$ cat config.mk
export PLATFORM = sky130hd
export DESIGN_NAME = mbs_slave
export DESIGN_NICKNAME = d
export VERILOG_FILES = /design/src/rtl/mbs_pkg.sv /design/src/rtl/mbs_decode.sv /design/src/rtl/mbs_regfile.sv /design/src/rtl/mbs_ctrl.sv /design/src/rtl/mbs_slave.sv
export SDC_FILE = /design/constraint.sdc
export NUM_CORES = 1
export LEC_CHECK = 0
export BUFFER_PORTS_ARGS = -buffer_cell sky130_fd_sc_hd__buf_2
export CAP_MARGIN = 20
export CORE_ASPECT_RATIO = 1.2
export CORE_MARGIN = 2
export CORE_UTILIZATION = 50
export CTS_BUF_LIST = sky130_fd_sc_hd__clkbuf_4 sky130_fd_sc_hd__clkbuf_8
export CTS_CLUSTER_DIAMETER = 200
export DETAILED_ROUTE_END_ITERATION = 16
export GPL_TIMING_DRIVEN = 1
export PLACE_DENSITY_LB_ADDON = 0.2
export SKIP_CTS_REPAIR_TIMING = 1
export SLEW_MARGIN = 20
export SYNTH_ARGS = -nofsm -noshare
export SYNTH_HDL_FRONTEND = slang
export SYNTH_HIERARCHICAL = 1
export SYNTH_SLANG_ARGS = --single-unit
$ cat constraint.sdc
create_clock -name clk -period 4.2 [get_ports clk]
set_input_delay 0.21 -clock clk [delete_from_list [all_inputs] [get_ports clk]]
set_output_delay 0.21 -clock clk [all_outputs]
set_load 0.1 [all_outputs]
$ cat src/rtl/mbs_pkg.sv
package mbs_pkg;
  localparam logic [2:0] OP_RD   = 3'd1;
  localparam logic [2:0] OP_WR   = 3'd2;
  localparam logic [2:0] OP_RBLK = 3'd3;
  localparam logic [2:0] OP_WBLK = 3'd4;

  localparam logic [2:0] ST_OK    = 3'd1;
  localparam logic [2:0] ST_FAIL  = 3'd2;
  localparam logic [2:0] ST_RETRY = 3'd3;
  localparam logic [2:0] ST_CONT  = 3'd4;
endpackage

$ cat src/rtl/mbs_decode.sv
module mbs_decode
  import mbs_pkg::*;
#(
  parameter int ADDR_W = 8,
  parameter int CNT_W = 4,
  parameter int LOC_W = 4,
  parameter logic [ADDR_W-1:0] BASE = 'h40,
  parameter int MAX_BURST = 8
) (
  input  logic [2:0]              op,
  input  logic [ADDR_W+CNT_W-1:0] word,
  output logic                    is_rd,
  output logic [CNT_W:0]          nwords,
  output logic [LOC_W-1:0]        idx,
  output logic [2:0]              status
);
  localparam logic [CNT_W:0] ONE_N = 1;
  localparam logic [CNT_W:0] MAXB = (CNT_W+1)'(MAX_BURST);
  localparam logic [ADDR_W-LOC_W:0] WIN_HI = {1'b0, BASE[ADDR_W-1:LOC_W]};

  logic [ADDR_W-1:0] addr;
  logic [CNT_W-1:0]  cfield;
  logic [ADDR_W:0]   last_a;
  logic              legal, blk, in_win;

  always_comb begin
    addr   = word[ADDR_W-1:0];
    cfield = word[ADDR_W+CNT_W-1:ADDR_W];
    legal  = op inside {OP_RD, OP_WR, OP_RBLK, OP_WBLK};
    blk    = (op == OP_RBLK) || (op == OP_WBLK);
    is_rd  = (op == OP_RD) || (op == OP_RBLK);
    nwords = blk ? ({1'b0, cfield} + ONE_N) : ONE_N;
    last_a = {1'b0, addr} + (ADDR_W+1)'(nwords) - (ADDR_W+1)'(1);
    in_win = (addr[ADDR_W-1:LOC_W] == BASE[ADDR_W-1:LOC_W]) &&
             (last_a[ADDR_W:LOC_W] == WIN_HI);
    idx    = addr[LOC_W-1:0];
    if (!legal || !in_win)
      status = ST_FAIL;
    else if (blk && (nwords > MAXB))
      status = ST_RETRY;
    else
      status = ST_OK;
  end
endmodule

$ cat src/rtl/mbs_regfile.sv
module mbs_regfile #(
  parameter int DATA_W = 16,
  parameter int LOC_W = 4
) (
  input  logic              clk,
  input  logic              we,
  input  logic [LOC_W-1:0]  widx,
  input  logic [DATA_W-1:0] wdata,
  input  logic              re,
  input  logic [LOC_W-1:0]  ridx,
  output logic [DATA_W-1:0] rdata
);
  localparam int DEPTH = 1 << LOC_W;

  logic [DATA_W-1:0] mem [DEPTH];

  always_ff @(posedge clk) begin
    if (we) mem[widx] <= wdata;
    if (re) rdata <= mem[ridx];
  end
endmodule

$ cat src/rtl/mbs_ctrl.sv
module mbs_ctrl
  import mbs_pkg::*;
#(
  parameter int CNT_W = 4,
  parameter int LOC_W = 4,
  parameter int WAIT_ST = 2
) (
  input  logic             clk,
  input  logic             rst,
  input  logic             start,
  input  logic             dec_rd,
  input  logic [CNT_W:0]   dec_n,
  input  logic [LOC_W-1:0] dec_idx,
  input  logic [2:0]       dec_st,
  output logic             busy,
  output logic             we,
  output logic [LOC_W-1:0] widx,
  output logic             re,
  output logic [LOC_W-1:0] ridx,
  output logic             finish,
  output logic             op_oe,
  output logic [2:0]       op_out,
  output logic             ad_oe
);
  localparam int PH_W = $clog2((1 << CNT_W) + WAIT_ST + 3);
  localparam int CW = (PH_W > LOC_W) ? PH_W : LOC_W;
  localparam logic [CW-1:0] ONE = 1;
  localparam logic [CW-1:0] RD_LO = CW'(WAIT_ST + 2);
  localparam logic [CW-1:0] FIN_GAP = CW'(WAIT_ST + 1);

  logic [CW-1:0]    ph, p_nx, last, n_ext;
  logic             rd_q;
  logic [CNT_W:0]   n_q;
  logic [LOC_W-1:0] base_q;
  logic [2:0]       st_q;
  logic             ok, at_last;
  logic             fin_n, rdwin_n, opoe_n, adoe_n;
  logic [2:0]       code_n;

  always_comb begin
    ok      = (st_q == ST_OK);
    n_ext   = CW'(n_q);
    last    = n_ext + FIN_GAP;
    at_last = (ph == last);
    p_nx    = ph + ONE;
    fin_n   = (p_nx == last);
    rdwin_n = rd_q && ok && (p_nx >= RD_LO) && (p_nx <= last);
    opoe_n  = (rd_q && ok) ? rdwin_n : fin_n;
    adoe_n  = rdwin_n;
    code_n  = opoe_n ? (fin_n ? st_q : ST_CONT) : 3'd0;
    re      = busy && !at_last && rdwin_n;
    ridx    = base_q + LOC_W'(p_nx - RD_LO);
    we      = busy && !rd_q && ok && (ph >= ONE) && (ph <= n_ext);
    widx    = base_q + LOC_W'(ph - ONE);
  end

  always_ff @(posedge clk) begin
    if (rst) begin
      busy   <= 1'b0;
      ph     <= '0;
      rd_q   <= 1'b0;
      n_q    <= '0;
      base_q <= '0;
      st_q   <= ST_OK;
      finish <= 1'b0;
      op_oe  <= 1'b0;
      op_out <= 3'd0;
      ad_oe  <= 1'b0;
    end else if (!busy) begin
      finish <= 1'b0;
      op_oe  <= 1'b0;
      op_out <= 3'd0;
      ad_oe  <= 1'b0;
      if (start) begin
        busy   <= 1'b1;
        ph     <= ONE;
        rd_q   <= dec_rd;
        n_q    <= (dec_st == ST_OK) ? dec_n : (CNT_W+1)'(1);
        base_q <= dec_idx;
        st_q   <= dec_st;
      end
    end else if (at_last) begin
      busy   <= 1'b0;
      finish <= 1'b0;
      op_oe  <= 1'b0;
      op_out <= 3'd0;
      ad_oe  <= 1'b0;
    end else begin
      ph     <= p_nx;
      finish <= fin_n;
      op_oe  <= opoe_n;
      op_out <= code_n;
      ad_oe  <= adoe_n;
    end
  end
endmodule

$ cat src/rtl/mbs_slave.sv
module mbs_slave #(
  parameter int DATA_W = 16,
  parameter int ADDR_W = 8,
  parameter int CNT_W = 4,
  parameter int LOC_W = 4,
  parameter logic [ADDR_W-1:0] BASE = 'h40,
  parameter int WAIT_ST = 2,
  parameter int MAX_BURST = 8
) (
  input  logic              clk,
  input  logic              rst,
  input  logic              start,
  input  logic [2:0]        op_in,
  output logic [2:0]        op_out,
  output logic              op_oe,
  input  logic [DATA_W-1:0] ad_in,
  output logic [DATA_W-1:0] ad_out,
  output logic              ad_oe,
  output logic              finish
);
  logic             dec_rd;
  logic [CNT_W:0]   dec_n;
  logic [LOC_W-1:0] dec_idx;
  logic [2:0]       dec_st;
  logic             busy_w, we, re;
  logic [LOC_W-1:0] widx, ridx;
  logic [DATA_W-1:0] rdata;

  mbs_decode #(
    .ADDR_W(ADDR_W), .CNT_W(CNT_W), .LOC_W(LOC_W),
    .BASE(BASE), .MAX_BURST(MAX_BURST)
  ) u_dec (
    .op(op_in), .word(ad_in[ADDR_W+CNT_W-1:0]),
    .is_rd(dec_rd), .nwords(dec_n), .idx(dec_idx), .status(dec_st)
  );

  mbs_ctrl #(
    .CNT_W(CNT_W), .LOC_W(LOC_W), .WAIT_ST(WAIT_ST)
  ) u_ctrl (
    .clk(clk), .rst(rst), .start(start),
    .dec_rd(dec_rd), .dec_n(dec_n), .dec_idx(dec_idx), .dec_st(dec_st),
    .busy(busy_w), .we(we), .widx(widx), .re(re), .ridx(ridx),
    .finish(finish), .op_oe(op_oe), .op_out(op_out), .ad_oe(ad_oe)
  );

  mbs_regfile #(
    .DATA_W(DATA_W), .LOC_W(LOC_W)
  ) u_mem (
    .clk(clk), .we(we), .widx(widx), .wdata(ad_in),
    .re(re), .ridx(ridx), .rdata(rdata)
  );

  assign ad_out = ad_oe ? rdata : '0;
endmodule

==> results of run 1 <==
==> through the flow <==
stage / power [W] / util [%] / setup slack [ps]
3_5_place_dp: 0.004300 / 53.90 / 511.2
5_1_grt: 0.006773 / 57.40 / 465.9
4_1_cts: 0.006579 / 57.40 / 723.0
3_3_place_gp: 0.004284 / 53.90 / 643.4
2_1_floorplan: 0.004035 / - / 451.1
6_report: 0.006506 / 57.40 / 739.6
==> worst max path at each step <==
stage,slack (ps),from,end,cells past startpoint
after CTS,720,u_ctrl/ph[0],u_mem/rdata[2],13
after global routing,470,u_ctrl/ph[1],u_mem/rdata[2],13
after detailed placement,510,op_in[0],u_ctrl/n_ext[2],16
after global placement,640,op_in[0],u_ctrl/n_ext[4],16
after floorplan,450,u_ctrl/ph[1],u_mem/mem[0][0],10
final,740,u_ctrl/ph[0],u_mem/rdata[10],13
==> layout by cell type (no fill, tap or decap), drive strengths merged, types with 3 or more instances in the layout <==
| master | count |
|---|---|
| a21oi | 15 |
| xnor2 | 11 |
| or3b | 3 |
| clkbuf | 55 |
| nor2b | 6 |
| inv | 46 |
| dfxtp | 25 |
| clkinv | 20 |
| o21a | 3 |
| edfxtp | 272 |
| and2b | 3 |
| buf | 69 |
| xor2 | 6 |
| o21ai | 5 |
| nor3 | 6 |
| ha | 31 |
| a211oi | 5 |
| and2 | 18 |
| nor2 | 33 |
| or3 | 3 |
| nand2b | 8 |
| nand3 | 6 |
| and3 | 3 |
| nand2 | 44 |
| mux4 | 64 |
| nand3b | 5 |
| a31oi | 3 |
| a22oi | 37 |
| a221oi | 3 |
==> sequential cells by signal, summed over array words and instances (netlist names) <==
signal and cells:
u_ctrl/op_oe 1, u_ctrl/op_out 3, u_ctrl/rd_q 1, u_ctrl/finish 1
u_ctrl/n_ext 5, u_ctrl/busy 1, u_ctrl/base_q 4, u_ctrl/ph 5
u_ctrl/ad_oe 1, u_ctrl/st_q 3, u_mem/mem 256, u_mem/rdata 16
==> critical path: stages, from the launching register on <==
cell,delay (ps)
dfxtp_1,510
ha_1,350
xor2_1,250
inv_1,70
ha_1,270
inv_1,50
fa_1,430
xnor2_1,190
xnor2_1,100
xnor2_1,310
nor2b_1,90
buf_4,220
a22oi_1,260
nand2_1,100
==> power by group through the flow <==
stage	Sequential (W)	Clock [W]	Combinational, W
after floorplan	0.00336	0	0.000677
after global placement	0.00335	0	0.000934
after detailed placement	0.00335	0	0.000947
after CTS	0.00329	0.00234	0.000950
after global routing	0.00329	0.00246	0.00103
final	0.00329	0.00228	0.000938
==> metal layers <==
layer / vias up / GRT usage (%) / share of wire [%]
met5: - / 0 / 0
li1: 3017 / - / -
met2: 180 / 35.15 / 52
met4: 0 / 5.794 / 2.1
met1: 3427 / 25.95 / 41
met3: 41 / 3.018 / 4.7
==> cell type report <==
class                      count  area [µm²]
clock buffer                  55       700.7
clock inverter                25       168.9
timing repair buffer          69       498.0
multi-input combinational    354        3638
inverter                      45       171.4
sequential                   297        8668
tap                          325       406.6
fill                        1875       10580
==> cells by family (layout without fill, tap and decap cells) <==
kind of cell / Yosys count / count (layout)
buf+inv: 83 / 194
flops: 297 / 297
fa+ha+maj: 34 / 34
other cells: 1 / 1
simple gates: 149 / 149
mux: 66 / 66
compound gates: 85 / 85
xor+xnor: 19 / 19
==> impl_metrics.env, run 1 <==
export IMPL_min_period_ps=3460
export IMPL_die_w_um=149.4
export IMPL_grt_max_degree=65
export IMPL_cts_clk_slew_worst_paths_ps=70
export IMPL_io_buffers=43
export IMPL_muxShareOfSynthArea_pct=11.82
export IMPL_synth_compound_area_share_pct=5.052
export IMPL_leakagePower_nw=4.988
export IMPL_synth_seq_cells=297
export IMPL_grtUsageTotal_pct=20.01
export IMPL_critPathKind="flip-flop to flip-flop"
export IMPL_start_util_pct=51.07
export IMPL_postSynth_asyncResetShare_pct=0
export IMPL_relSlewSlack_pct=46.08
export IMPL_min_period_over_period_pct=82.39
export IMPL_hold_violations=0
export IMPL_min_to="u_ctrl/ph[3]"
export IMPL_hold_start="start"
export IMPL_diodes=0
export IMPL_reg2reg_slack_ps=740
export IMPL_hold_slack_ps=36.99
export IMPL_antenna_found_initial=0
export IMPL_stdcell_count=1170
export IMPL_final_cell_area_um2=14250
export IMPL_synth_top_family_by_area="multiplexers"
export IMPL_synth_nets=789
export IMPL_drcViolationCount=0
export IMPL_clkLatencyLatePin_ps=550
export IMPL_wl_um=25560
export IMPL_swShare_pct=24.51
export IMPL_vias_per_cell=5.697
export IMPL_status="finished, final reports clean"
export IMPL_ys_top_cells_by_count="edfxtp_1, mux4_2, inv_1"
export IMPL_critPathLaunchType="flip-flop"
export IMPL_power_frac_seq_pct=50.6
export IMPL_min_path_cells=4
export IMPL_yosysSeqAreaShare_pct=68.36
export IMPL_setup_viol=0
export IMPL_dp_cells=1090
export IMPL_synth_avg_cell_area_um2=17.28
export IMPL_cp_max_fo=16
export IMPL_rows=63
export IMPL_synth_edf_count=272
export IMPL_finalSetupTns_ps=0
export IMPL_htree_levels=2
export IMPL_p_sw_w=0.001595
export IMPL_cp_required_ps=4490
export IMPL_synthTopCellsByArea="edfxtp_1, mux4_2, dfxtp_1"
export IMPL_yosysMostFrequentCell="edfxtp_1"
export IMPL_worstReg2RegStart="u_ctrl/ph[0]"
export IMPL_worst_pin_slew_ps=807.1
export IMPL_maxCapViolCount=0
export IMPL_coreArea_um2=24830
export IMPL_finClkSkew_ps=22.96
export IMPL_dpl_hpwl_um=16520
export IMPL_fin_nets=867
export IMPL_power_density_nw_per_um2=456.5
export IMPL_placed_cell_area_um2=13380
export IMPL_yosys_warnings=6
export IMPL_root_buffer="clkbuf_8"
export IMPL_routedWlPerCell_um=21.85
export IMPL_ioPinCount=44
export IMPL_synthXorXnorAreaFrac_pct=1.529
export IMPL_grt_remaining_overflow=0
export IMPL_die_area_um2=26660
export IMPL_ant_nets=0
export IMPL_cts_sinks=297
export IMPL_drv_slew=0
export IMPL_rsz0062_at_grt="no"
export IMPL_gp_congestion=0.8563
export IMPL_dieHeight_um=178.5
export IMPL_synthesis_instances=734
export IMPL_worstPathArrival_ps=3750
export IMPL_combPwrFrac_pct=14.4
export IMPL_syn_area_um2=12680
export IMPL_p_int_w=0.004912
export IMPL_end_kind="flip-flop"
export IMPL_synth_adder_area_share_pct=3.453
export IMPL_synth_top_area_share_pct=64.41
export IMPL_grt_pass1_wl_um=39790
export IMPL_ys_flop_type="edfxtp_1"
export IMPL_reg2reg_depth=13
export IMPL_drtIter0Drc=402
export IMPL_grt_pass1_vias=7075
export IMPL_synth_area_leader_cell="edfxtp_1"
export IMPL_ir_drop_v=0.0002242
export IMPL_power_frac_clock_pct=35.0
export IMPL_synth_cell_types=72
export IMPL_max_freq_mhz=289.0
export IMPL_r2r_end="u_mem/rdata[10]"
export IMPL_clockBufferDepth=3
export IMPL_cts_tree="yes"
export IMPL_min_path_type="primary input to flip-flop"
export IMPL_drive_above_1_share_pct=28.52
export IMPL_area_growth_pct=12.39
export IMPL_cts_buffers=45
export IMPL_dr_pass1_iters=5
export IMPL_yosys_area_share_simple_pct=6.374
export IMPL_vias=6665
Power figures use the tool's default switching activity.
==> run 2: changes to the inputs <==
Clock period 4.2 ns to 3.49 ns, I/O delays scaled along.
==> impl_metrics.env, run 2 (synthesized netlist as in run 1, its figures left out) <==
export IMPL_routedWlPerCell_um=23.35
export IMPL_drcViolationCount=0
export IMPL_cts_clk_slew_worst_paths_ps=60
export IMPL_final_cell_area_um2=14480
export IMPL_ant_nets=0
export IMPL_clockBufferDepth=3
export IMPL_power_density_nw_per_um2=543.3
export IMPL_layout_common_cells="edfxtp_1, mux4_2, clkbuf_8"
export IMPL_htree_levels=2
export IMPL_worstReg2RegStart="u_ctrl/ph[2]"
export IMPL_start_util_pct=51.07
export IMPL_gr_usage_met2_pct=38.88
export IMPL_grt_pass1_vias=7374
export IMPL_ff_latch_area_um2=8670
export IMPL_end_kind="flip-flop"
export IMPL_dpl_hpwl_um=17440
export IMPL_finClkSkew_ps=23.99
export IMPL_cp_max_fo=11
export IMPL_top_usage_layer="met2"
export IMPL_finalSetupTns_ps=0
export IMPL_vias=6896
export IMPL_grtUsageMet1_pct=27.59
export IMPL_slowest_delay_ps=560
export IMPL_fin_util_pct=58.32
export IMPL_min_period_ps=3214
export IMPL_dieHeight_um=178.5
export IMPL_hold_start="ad_in[12]"
export IMPL_reg2reg_slack_ps=280
export IMPL_setup_viol=0
export IMPL_use_met3_pct=3.529
export IMPL_layout_commonest_cell="edfxtp_1"
export IMPL_ir_drop_v=0.0002649
export IMPL_area_growth_pct=14.20
export IMPL_r2r_end="u_mem/mem[0][4]"
export IMPL_hold_violations=0
export IMPL_wl_um=28020
export IMPL_critPathLaunchType="flip-flop"
export IMPL_relSlewSlack_pct=44.66
export IMPL_drtIter0Drc=456
export IMPL_worstPathArrival_ps=3440
export IMPL_cts_sinks=297
export IMPL_leakagePower_nw=5.118
export IMPL_antenna_found_initial=0
export IMPL_die_area_um2=26660
export IMPL_grt_pass1_wl_um=43150
export IMPL_cts_tree="yes"
export IMPL_critPathKind="flip-flop to flip-flop"
export IMPL_cp_required_ps=3720
export IMPL_die_w_um=149.4
export IMPL_reg_top3="u_mem/mem x256, u_mem/rdata x16"
export IMPL_grtUsageTotal_pct=21.98
export IMPL_min_to="u_mem/mem[4][12]"
export IMPL_min_path_type="primary input to flip-flop"
export IMPL_rows=63
export IMPL_dp_cells=1115
export IMPL_coreArea_um2=24830
export IMPL_ioPinCount=44
export IMPL_clkLatencyLatePin_ps=550
export IMPL_diodes=0
export IMPL_vias_per_cell=5.747
export IMPL_rsz0062_at_grt="no"
export IMPL_max_freq_mhz=311.2
export IMPL_status="finished, final reports clean"
export IMPL_crit_chain="inv_1 -> ha_1 -> fa_1 -> xor2_1 -> xnor2_1 -> or3b_2 -> nor3_2 -> buf_4"
export IMPL_largest_reg_flops=256
export IMPL_fin_nets=894
export IMPL_worst_pin_slew_ps=828.4
export IMPL_drv_slew=0
export IMPL_reg2reg_depth=8
export IMPL_multi_input_area_um2=3651
export IMPL_gp_congestion=0.8988
export IMPL_io_buffers=43
export IMPL_maxCapViolCount=0
export IMPL_drive_above_1_share_pct=30.29
export IMPL_power_w=0.007868
export IMPL_fill_cells=1876
export IMPL_grt_max_degree=65
export IMPL_min_period_over_period_pct=92.08
export IMPL_stdcell_count=1200
export IMPL_root_buffer="clkbuf_8"
export IMPL_cpMaxStageDelayCell="dfxtp_1"
export IMPL_grt_remaining_overflow=0
export IMPL_cts_buffers=45
export IMPL_placed_cell_area_um2=13580
export IMPL_regMostFlops="u_mem/mem"
export IMPL_dr_pass1_iters=5
export IMPL_min_path_cells=1
-- run 2: critical path: cells and delay by family, from the launching register on --
family	cells	cell delay [ps]
buf+inv	2	480
fa+ha+maj	2	790
flops	1	560
simple gates	2	740
xor+xnor	2	320
-- run 2: layout make-up --
type / count / area share (%)
well taps: 325 / 2.808
repair buffers: 96 / 4.959
inverters: 45 / 1.184
flip-flops and latches: 297 / 59.87
clock buffers: 61 / 5.149
multi-input cells: 354 / 25.21
clock inverters: 22 / 0.8208
-- run 2: report_power, final --
part	leakage (nW)	internal (W)	switching, W
registers	2.65	0.00394	0.0000190
logic	2.02	0.000514	0.000658
clock network	0.451	0.00146	0.00128
total	5.12	0.00592	0.00195
-- run 2: worst max path at each step --
stage | from | to | slack (ps) | cells after the start
after CTS | u_ctrl/ph[1] | u_mem/rdata[7] | 180 | 13
after floorplan | u_ctrl/ph[1] | u_mem/mem[8][0] | 0.08 | 10
after global placement | op_in[0] | u_ctrl/n_ext[4] | 5 | 16
final | u_ctrl/ph[2] | u_mem/mem[0][4] | 280 | 8
after detailed placement | op_in[0] | u_ctrl/n_ext[2] | -170 | 16
after global routing | u_ctrl/ph[0] | u_mem/rdata[7] | 10 | 13
-- run 2: through the flow --
step | hold WS (ps) | worst slack (ps)
global route | 0.3419 | 13.07
floorplan | 273.4 | 0.07661
detailed placement | 451.5 | -165.6
CTS | -80.07 | 177.7
global placement | 449.1 | 4.953
finish | 8.976 | 276.4
-- run 2: metal layers --
layer / vias to the layer above / part of all wire (%)
met2: 213 / 52
met5: - / 0
met1: 3547 / 40
met3: 52 / 4.9
met4: 0 / 2.5
li1: 3084 / -
==> run 3: changes to the inputs <==
Settings changed: CTS_BUF_LIST sky130_fd_sc_hd__clkbuf_4 sky130_fd_sc_hd__clkbuf_8 to sky130_fd_sc_hd__clkbuf_4 sky130_fd_sc_hd__clkbuf_8 sky130_fd_sc_hd__clkbuf_16.
==> impl_metrics.env, run 3 (synthesized netlist as in run 1, its figures left out) <==
export IMPL_end_kind="flip-flop"
export IMPL_clkLatencyLatePin_ps=550
export IMPL_grt_pass1_vias=7164
export IMPL_start_util_pct=51.07
export IMPL_ff_latch_area_um2=8670
export IMPL_die_w_um=149.4
export IMPL_cts_sinks=297
export IMPL_dr_pass1_iters=5
export IMPL_root_buffer="clkbuf_16"
export IMPL_routedWlPerCell_um=23.73
export IMPL_dieHeight_um=178.5
export IMPL_drv_slew=0
export IMPL_setup_viol=0
export IMPL_ant_nets=0
export IMPL_gp_congestion=0.8988
export IMPL_grt_remaining_overflow=0
export IMPL_status="finished, final reports clean"
export IMPL_vias=6842
export IMPL_fill_cells=1848
export IMPL_min_path_type="primary input to flip-flop"
export IMPL_leakagePower_nw=5.097
export IMPL_htree_levels=1
export IMPL_crit_chain="inv_1 -> ha_1 -> and3b_1 -> xnor2_1 -> ha_1 -> nand4_1 -> a221oi_1 -> o21ai_0 -> a221oi_2 -> inv_1 -> nor2_2 -> buf_12"
export IMPL_min_period_over_period_pct=92.75
export IMPL_drive_above_1_share_pct=28.94
export IMPL_diodes=0
export IMPL_power_density_nw_per_um2=551.7
export IMPL_stdcell_count=1168
export IMPL_io_buffers=43
export IMPL_wl_um=27720
export IMPL_ir_drop_v=0.0003371
export IMPL_finalSetupTns_ps=0
export IMPL_cts_tree="yes"
export IMPL_power_w=0.007984
export IMPL_finClkSkew_ps=24.08
export IMPL_dp_slack_ps=-165.6
export IMPL_relSlewSlack_pct=43.71
export IMPL_grt_max_degree=65
export IMPL_multi_input_area_um2=3651
export IMPL_rows=63
export IMPL_grtUsageTotal_pct=21.56
export IMPL_vias_per_cell=5.858
export IMPL_cpMaxStageDelayCell="dfxtp_1"
export IMPL_fin_ws_ps=253.0
export IMPL_worstPathArrival_ps=3480
export IMPL_fin_nets=876
export IMPL_worst_pin_slew_ps=842.6
export IMPL_area_growth_pct=14.13
export IMPL_grt_pass1_wl_um=42560
export IMPL_max_freq_mhz=308.9
export IMPL_antenna_found_initial=0
export IMPL_clockBufferDepth=3
export IMPL_reg_top3="u_mem/mem x256, u_mem/rdata x16"
export IMPL_coreArea_um2=24830
export IMPL_r2r_end="u_mem/rdata[14]"
export IMPL_fin_util_pct=58.29
export IMPL_rsz0062_at_grt="no"
export IMPL_slowest_delay_ps=370
export IMPL_drcViolationCount=0
export IMPL_dp_cells=1115
export IMPL_ioPinCount=44
export IMPL_critPathKind="flip-flop to flip-flop"
export IMPL_reg2reg_slack_ps=250
export IMPL_regMostFlops="u_mem/mem"
export IMPL_dpl_hpwl_um=17440
export IMPL_drtIter0Drc=519
export IMPL_critPathLaunchType="flip-flop"
export IMPL_maxCapViolCount=0
export IMPL_die_area_um2=26660
export IMPL_cts_clk_slew_worst_paths_ps=60
export IMPL_largest_reg_flops=256
export IMPL_cp_required_ps=3730
export IMPL_critPathLaunch="u_ctrl/n_ext[0]"
export IMPL_hold_violations=0
export IMPL_layout_commonest_cell="edfxtp_1"
export IMPL_min_period_ps=3237
export IMPL_cts_buffers=28
export IMPL_cp_max_fo=16
export IMPL_cp_endpoint="u_mem/rdata[14]"
export IMPL_worstReg2RegStart="u_ctrl/n_ext[0]"
export IMPL_layout_common_cells="edfxtp_1, mux4_2, inv_1, nand2_1"
export IMPL_reg2reg_depth=12
## run 3: changes by cell type in the layout (fill, tap and decap cells not counted), sizes merged
cell         previous run  this run
clkinv                 19        16
inv                    46        45
dlygate4sd3             2         1
clkbuf                 61        34
## run 3: cell type report
class	instances	area share [%]
clock buffer	34	5.153
tap	325	2.810
inverter	45	1.184
timing repair buffer	95	4.893
sequential	297	59.90
multi-input combinational	354	25.23
clock inverter	18	0.8299
## run 3: how the worst min path moves through the flow
| stage | from | to | slack [ps] | cells after the start |
|---|---|---|---|---|
| floorplan | ad_in[0] | u_mem/mem[0][0] | 270 | 0 |
| global placement | u_ctrl/base_q[2] | u_ctrl/base_q[2] | 450 | 2 |
| detailed placement | u_ctrl/base_q[2] | u_ctrl/base_q[2] | 450 | 2 |
| CTS | start | u_ctrl/ph[3] | -60 | 4 |
| global route | ad_in[14] | u_mem/mem[6][14] | 3 | 1 |
| finish | ad_in[14] | u_mem/mem[6][14] | 2 | 1 |
## run 3: where the power goes
part           switching [W]  internal (W)  leakage, nW
sequential         0.0000191       0.00394         2.65
combinational       0.000659      0.000514         2.01
clock                0.00126       0.00159        0.434
## run 3: worst max-delay path, delay by kind of cell, from the launching register on
kind | cells | cell delay, ps
compound gates | 3 | 730
simple gates | 3 | 690
fa+ha+maj | 2 | 600
buf+inv | 3 | 420
flops | 1 | 370
xor+xnor | 1 | 120
## run 3: metrics by stage
stage	hold slack (ps)	cell area, µm²
floorplan	273.4	12690
global placement	449.1	13580
detailed placement	451.5	13580
CTS	-58.88	14450
global route	3.401	14470
finish	2.113	14470
## run 3: routing by layer
metal | GRT usage [%] | wire [µm]
met2 | 38.38 | 14580
met3 | 2.839 | 1486
met5 | 0 | 0
met4 | 6.111 | 731
met1 | 27.81 | 10910
